[src/rtl/idx_sample_pkg.sv]
package idx_sample_pkg;
  typedef struct packed {
    logic wrCfg;   // write hits configuration register
    logic wrMode;  // write hits mode register
    logic rdOut;   // read strobe hits output data register
    logic fire;    // a conversion request is issued this cycle
  } seqStrobe_t;
endpackage

[src/rtl/idx_sample_seq.sv]
module idx_sample_seq
  import idx_sample_pkg::*;
#(
  parameter int AW = 8,
  parameter logic [AW-1:0] ADDR_CFG = 8'h20,
  parameter logic [AW-1:0] ADDR_MODE = 8'h21,
  parameter logic [AW-1:0] ADDR_OUT = 8'h28
) (
  input  logic          clk,
  input  logic          rstN,
  input  logic [AW-1:0] regAddr,
  input  logic          regWr,
  input  logic          regRd,
  input  logic          oneShotBit,
  input  logic          tick,
  input  logic          powerDown,
  input  logic          periodicOn,
  output seqStrobe_t    strb,
  output logic          convReq
);
  logic hitCfg, hitMode, hitOut;
  logic oneShotHit, periodicHit;

  assign hitCfg  = (regAddr == ADDR_CFG);
  assign hitMode = (regAddr == ADDR_MODE);
  assign hitOut  = (regAddr == ADDR_OUT);

  assign oneShotHit  = regWr && hitMode && oneShotBit;
  assign periodicHit = tick && periodicOn;

  always_comb begin
    strb.wrCfg  = regWr && hitCfg;
    strb.wrMode = regWr && hitMode;
    strb.rdOut  = regRd && hitOut;
    strb.fire   = !powerDown && (oneShotHit || periodicHit);
  end

  always_ff @(posedge clk or negedge rstN) begin
    if (!rstN) convReq <= 1'b0;
    else       convReq <= strb.fire;
  end

  // a request only follows a cycle in which the block was powered up
  assert_req_powered_R5: assert property (@(posedge clk) disable iff (!rstN)
    convReq |-> !$past(powerDown));

  // an idle cycle with no command and no tick brings no request
  assert_no_spurious_R6: assert property (@(posedge clk) disable iff (!rstN)
    (!regWr && !tick) |=> !convReq);
endmodule

[src/rtl/idx_sample_dp.sv]
module idx_sample_dp
  import idx_sample_pkg::*;
#(
  parameter int AW = 8,
  parameter int DW = 8,
  parameter logic [AW-1:0] ADDR_ID = 8'h0F,
  parameter logic [AW-1:0] ADDR_CFG = 8'h20,
  parameter logic [AW-1:0] ADDR_MODE = 8'h21,
  parameter logic [AW-1:0] ADDR_STAT = 8'h27,
  parameter logic [AW-1:0] ADDR_OUT = 8'h28,
  parameter logic [DW-1:0] ID_VALUE = 8'hCA
) (
  input  logic          clk,
  input  logic          rstN,
  input  seqStrobe_t    strb,
  input  logic [AW-1:0] regAddr,
  input  logic [DW-1:0] regWrData,
  output logic [DW-1:0] regRdData,
  input  logic          sampleValid,
  input  logic [DW-1:0] sampleData,
  output logic          powerDown,
  output logic          periodicOn
);
  localparam int PD_BIT = 7;
  localparam int BDU_BIT = 1;
  localparam int RATE_BIT = 0;
  localparam int BOOT_BIT = 7;
  localparam logic [DW-1:0] CFG_KEEP = DW'(8'h83);
  localparam logic [DW-1:0] CFG_INIT = DW'(8'h80);
  localparam logic [DW-1:0] MODE_KEEP = DW'(8'h18);

  logic [DW-1:0] cfgQ, modeQ, dataQ;
  logic          bootQ, availQ;
  logic          holdBdu, acceptSample;

  assign powerDown  = cfgQ[PD_BIT];
  assign periodicOn = cfgQ[RATE_BIT];
  assign holdBdu    = cfgQ[BDU_BIT];
  assign acceptSample = sampleValid && !(holdBdu && availQ);

  always_ff @(posedge clk or negedge rstN) begin
    if (!rstN) begin
      cfgQ  <= CFG_INIT;
      modeQ <= '0;
      bootQ <= 1'b0;
    end else begin
      if (strb.wrCfg)  cfgQ  <= regWrData & CFG_KEEP;
      if (strb.wrMode) modeQ <= regWrData & MODE_KEEP;
      bootQ <= strb.wrMode && regWrData[BOOT_BIT];
    end
  end

  always_ff @(posedge clk or negedge rstN) begin
    if (!rstN) begin
      dataQ  <= '0;
      availQ <= 1'b0;
    end else if (acceptSample) begin
      dataQ  <= sampleData;
      availQ <= 1'b1;
    end else if (strb.rdOut) begin
      availQ <= 1'b0;
    end
  end

  always_comb begin
    regRdData = '0;
    if (regAddr == ADDR_ID)   regRdData = ID_VALUE;
    if (regAddr == ADDR_CFG)  regRdData = cfgQ;
    if (regAddr == ADDR_MODE) begin
      regRdData = modeQ;
      regRdData[BOOT_BIT] = bootQ;
    end
    if (regAddr == ADDR_STAT) regRdData[0] = availQ;
    if (regAddr == ADDR_OUT)  regRdData = dataQ;
  end

  // the flag rises only after a sample pulse
  assert_avail_source_R8: assert property (@(posedge clk) disable iff (!rstN)
    $rose(availQ) |-> $past(sampleValid));
  // a read with no sample clears the flag
  assert_read_clears_R9: assert property (@(posedge clk) disable iff (!rstN)
    (strb.rdOut && !sampleValid) |=> !availQ);
  // an unread value is kept while block update is on
  assert_bdu_hold_R10: assert property (@(posedge clk) disable iff (!rstN)
    (holdBdu && availQ) |=> $stable(dataQ));
  // the reboot bit drops by itself
  assert_boot_clear_R7: assert property (@(posedge clk) disable iff (!rstN)
    (bootQ && !strb.wrMode) |=> !bootQ);
  // reserved configuration bits never set
  assert_cfg_reserved_R2: assert property (@(posedge clk) disable iff (!rstN)
    (cfgQ & ~CFG_KEEP) == '0);
endmodule

[src/rtl/idx_sample_ctl.sv]
module idx_sample_ctl
  import idx_sample_pkg::*;
#(
  parameter int AW = 8,
  parameter int DW = 8
) (
  input  logic          clk,
  input  logic          rstN,
  input  logic [AW-1:0] regAddr,
  input  logic [DW-1:0] regWrData,
  input  logic          regWr,
  input  logic          regRd,
  output logic [DW-1:0] regRdData,
  input  logic          tick,
  input  logic          sampleValid,
  input  logic [DW-1:0] sampleData,
  output logic          convReq
);
  seqStrobe_t strb;
  logic powerDown, periodicOn;

  idx_sample_seq #(.AW(AW)) uSeq (
    .clk(clk), .rstN(rstN), .regAddr(regAddr), .regWr(regWr), .regRd(regRd),
    .oneShotBit(regWrData[0]), .tick(tick), .powerDown(powerDown),
    .periodicOn(periodicOn), .strb(strb), .convReq(convReq)
  );

  idx_sample_dp #(.AW(AW), .DW(DW)) uDp (
    .clk(clk), .rstN(rstN), .strb(strb), .regAddr(regAddr),
    .regWrData(regWrData), .regRdData(regRdData), .sampleValid(sampleValid),
    .sampleData(sampleData), .powerDown(powerDown), .periodicOn(periodicOn)
  );
endmodule

[config.mk]
export PLATFORM = sky130hd
export DESIGN_NAME = idx_sample_ctl
export DESIGN_NICKNAME = d
export VERILOG_FILES = /design/src/rtl/idx_sample_pkg.sv /design/src/rtl/idx_sample_seq.sv /design/src/rtl/idx_sample_dp.sv /design/src/rtl/idx_sample_ctl.sv
export SDC_FILE = /design/constraint.sdc
export NUM_CORES = 1
export LEC_CHECK = 0
export BUFFER_PORTS_ARGS = -buffer_cell sky130_fd_sc_hd__buf_2
export CAP_MARGIN = 30
export CORE_MARGIN = 4
export CORE_UTILIZATION = 35
export DETAILED_ROUTE_END_ITERATION = 16
export SYNTH_ARGS = -nofsm -noshare
export SYNTH_HDL_FRONTEND = slang
export SYNTH_SLANG_ARGS = --single-unit
[constraint.sdc]
create_clock -name clk -period 3.2 [get_ports clk]
set_input_delay 0.64 -clock clk [delete_from_list [all_inputs] [get_ports clk]]
set_output_delay 0.64 -clock clk [all_outputs]
set_load 0.02 [all_outputs]
# Word-level counts from Yosys, hierarchy flattened
# Cells that the tools add are included.
# W data, S select, Z words.
# classes
n_mux	7
eq_ne	5
reduce_logical	13
# ops
op	n
$eq A8 B6 Y1 const B	4
$mux W8	4
$logic_and A1 B1 Y1	9
$eq A8 B4 Y1 const B	1
$mux W1	3
$logic_not A1 Y1	2
$reduce_bool A2 Y1	1
$logic_or A1 B1 Y1	1
# totals
word_cells	31
out_inout_bits	9
register_bits	16
input_bits	30

# Depth between registers and ports, before layout
# depth
ltp_word	6
depth_mapped	4
depth_no_buf	3

# Modules after synthesis
# A second synthesis with hierarchy kept.
# hier_totals
hier_cells	77
hier_area_um2	894.6
# by_module_without_submodules
mod	seq_area_each_um2	area_per_inst_um2	cells_per_inst	instances
idx_sample_dp	376.6	775.7	65	1
idx_sample_seq	25.0	118.9	12	1

# Least setup slack after synthesis
# No wires, ideal clock.
# synth_path
path_kind	input -> output
start	input port regAddr[4]
end	output port regRdData[1]
t_arrival_ns	1.993
path_buffers	0
required_ns	2.560
setup_slack_ns	0.567
cell_stages	3
path_cell_list	nor4b_1 nand2_1 o31ai_1
# synth_via
elab_chain_cells	5
word_cells_on_any_way	8
classes_between	eq/ne (4); mux (4)
# synth_rtl
item	line	rtl
start, declared	idx_sample_ctl.sv:9	input logic [AW-1:0] regAddr,
$eq A8 B4 Y1	idx_sample_dp.sv:67	if (regAddr == ADDR_ID) regRdData = ID_VALUE;
$mux W8	idx_sample_dp.sv:67	
$mux W8	idx_sample_dp.sv:68	if (regAddr == ADDR_CFG) regRdData = cfgQ;
$mux W8	idx_sample_dp.sv:69	if (regAddr == ADDR_MODE) begin
$mux W8 (*)	idx_sample_dp.sv:74	if (regAddr == ADDR_OUT) regRdData = dataQ;
end, declared	idx_sample_ctl.sv:13	output logic [DW-1:0] regRdData,
# Mark *: on every way between the ends. The rest lies on a longest branch, timed or not.

# Worst setup path in the final report
# layout_path
start	input port regAddr[4]
end	output port regRdData[5]
# layout_via
elab_chain_cells	4
word_cells_on_any_way	6
classes_between	eq/ne (3); mux (3)
# layout_rtl
item	line
$eq A8 B6 Y1	idx_sample_dp.sv:68
$mux W8	idx_sample_dp.sv:68
$mux W8	idx_sample_dp.sv:69
$mux W8 (*)	idx_sample_dp.sv:74
# Marks and branches as above.

==> key figures <==
Routing
  • Wire per inst: 13.91 um
  • Vias per std cell: just over 5
  • DR DRC count: 0
  • Pre-Repair DR Iteration Count: 4
  • DR iter-0 viols: 7
  • Routed Antenna Nets: 0
  • Total wire length: a little under 2 mm
  • DR vias: 716

Floorplanning
  • Initial core utilization: 0.3713
  • Cell Rows: 17
  • Die Area: 3238 um^2
  • Chip height: 56.91 um
  • Die Wd: about 57 um
  • I/O pin total: 39
  • Core area: 2255 um^2

GRT
  • Largest net degree at the start of global routing: 17
  • Initial antenna violation count: 0
  • Overflow after GRT: 0
  • Tot GR Track Use: 0.1348
  • Vias in the first global route: 788
  • First-pass GRT wire length: 3.436 mm

Clock tree
  • Max Root-Sink Buffers: 2
  • Clock Sinks: 16
  • CTS tree: done
  • Post-CTS Repair Setup Buffers: 0
  • # H-tree levels: 1
  • CTS clk-pin slew, worst paths: 0.09 ns
  • Hold_buf cts: 0
  • CTS resizes: 0
  • Worst-Skew Late Latency: about 0.28 ns
  • Num CTS Buffers: 3
  • CTS Root Buffer Type: clkbuf_4

Setup path
  • RR Startpoint: uDp.availQ$_DFFE_PN0P_
  • Bufs and invs on worst path: 2
  • CP max stage cell: or4b_4
  • Most common cell on crit path: buf_2
  • Crit path cell chain: buf_2 -> or4b_4 -> nor4_1 -> and2_1 -> buf_2
  • CP delay by family, top: simple AND/OR/NAND/NOR gates
  • Critical Path Source: regAddr[4]
  • Critical path class: in2out
  • CP Launch Type: input pin
  • Worst Path Max Fanout: 4
  • CP required: 2.56 ns
  • Crit. End Element: primary output
  • Max stage delay on crit path: around 0.56 ns
  • Worst EP arrival: 2.09 ns

Finish
  • Diodes inserted: 0
  • Fill count: 239
  • Fin area: ~1100 um^2
  • Final core occ: 0.4778
  • Total Nets Final: 142
  • P&R area growth vs syn: 28.70%
  • Share of cells above drive strength 1: 0.5135

Yosys
  • Main combinational cell family by area after synthesis: multiplexers
  • Simple-gate share of the synthesized area: 0.2063
  • Area fraction in compound gates after synthesis: 0.09118
  • Post-synth top area share: 0.4484
  • Xor/xnor share of the synthesized area: 0
  • Post-synth EDFFs: 0
  • Commonest cells post-synth: dfrtp_1, mux2_2, a22oi_1
  • Most common flop cell mapped by yosys: dfrtp_1
  • Ranking of synthesized cells by area: dfrtp_1, mux2_2, a22oi_1
  • Synthesis warning total: 0
  • Syn Inst Count: 72
  • Syn avg cell area: 11.63 um^2
  • Adder-cell share of the synthesized area: 0
  • Mux cell area share after synthesis: 0.2093
  • Most frequent cell after synthesis: dfrtp_1
  • FFs w/ async S/R, synth: 1.000
  • Sequential area share after synthesis: 0.4798
  • Synth area leader: dfrtp_1
  • Post-synth cell types: 29
  • FF+latch count, synth: 16
  • Cell area after synthesis: about 840 um^2
  • Syn nets: 102

STA
  • Max Clock Skew: 0.007721 ns
  • Final Cycle Share: 0.8532
  • Final hold viol count: 0
  • Final slew viol count: 0
  • RSZ-0062 raised after global routing: no
  • Post-route setup TNS: 0 ns
  • F_max: about 370 MHz
  • Worst slew margin: 0.4798
  • Slew @ Worst Pin: 0.7787 ns
  • Final setup violation count: 0
  • Final worst slack: 0.4697 ns
  • Post-layout min period: ~2.7 ns

Placement
  • Placer Congestion: 0.8181
  • Dpl hpwl: approximately 1.6 mm
  • Area after DPL: 1051 um^2
  • Worst slack, placed: 0.4881 ns
  • Number of I/O port buffers: 35

Worst hold path
  • Hold crit path type: in2async

Pwr
  • Total power divided by cell area: 362.3 nW/um^2
  • P_leak: 0.5268 nW
  • Peak VDD IR: 0.2741 mV

Flow run
  • MaxCap Viol Count: 0

Outcome
  • Status: completed
==> worst register-to-register path, cell delays in order, from the launching register on <==
cell	delay, ns
dfrtp_1	0.41
a21boi_1	0.64
mux2_2	0.42
==> report_power, final <==
group / total [mW] / switching, mW / internal [mW] / leakage (nW)
registers: 0.224 / 0.00759 / 0.216 / 0.196
logic: 0.0596 / 0.0273 / 0.0323 / 0.316
clock network: 0.107 / 0.0589 / 0.0482 / 0.0150
==> sequential cells by signal, indices dropped and copies added (netlist names) <==
signal and flops:
uDp.availQ 1, uDp.modeQ 2, uDp.bootQ 1, uDp.dataQ 8
uSeq.convReq 1, uDp.cfgQ 3
==> layout by cell type, fill, tap and decap left out, drive strengths merged, types with 2 or more instances in the layout <==
master   n
mux2    14
buf     36
and2     2
nor2b    3
nor4     3
nor2     3
a22oi    4
clkbuf   4
nand2b   3
inv      2
nand4    2
dfrtp   15
o21ai    3
nand2    2
==> final cells by class <==
class | instances | area (um^2) | area share
Tap cell | 28 | 35.03 | 0.03252
Sequential cell | 16 | 401.6 | 0.3728
Inverter | 2 | 7.507 | 0.006969
Multi-Input combinational cell | 53 | 424.2 | 0.3937
Timing Repair Buffer | 36 | 182.7 | 0.1696
Clock buffer | 4 | 26.28 | 0.02439
==> path summary, 6_finish.rpt <==
check	cells past startpoint	slack (ns)	to
worst min-delay path	1	0.26	uDp.dataQ[1]$_DFFE_PN0P_
worst max register to register	2	1.61	uDp.dataQ[2]$_DFFE_PN0P_
worst min register to register	1	0.51	uDp.dataQ[7]$_DFFE_PN0P_
min in group clk	1	0.51	uDp.dataQ[7]$_DFFE_PN0P_
max in group asynchronous	1	2.62	uDp.cfgQ[7]$_DFFE_PN1P_
worst max-delay path	5	0.47	regRdData[5]
==> metal layers <==
| metal | wire length, um | GRT usage | vias up | share of wire |
|---|---|---|---|---|
| li1 | - | - | 352 | - |
| met1 | 859 | 0.1693 | 341 | 0.44 |
| met2 | 918 | 0.2235 | 21 | 0.47 |
| met3 | 142 | 0.03908 | 2 | 0.073 |
| met4 | 13 | 0.03974 | 0 | 0.0067 |
| met5 | 0 | 0 | - | 0 |
==> per-stage QoR <==
step	total power [mW]	std cells	hold slack, ns
floorplan	0.2570	72	0.3444
global placement	0.2853	135	0.4831
detailed placement	0.2884	135	0.4901
CTS	0.4004	139	0.2637
global route	0.4178	139	0.2718
finish	0.3903	139	0.2620
==> cell families (layout without fill, tap and decap cells) <==
family / after synthesis / in the layout
buffers and inverters: 3 / 42
and+or+nand+nor: 27 / 27
muxes: 15 / 15
DFF: 16 / 16
AOI/OAI and AO/OA: 11 / 11
(Power assumes the default switching activity.)
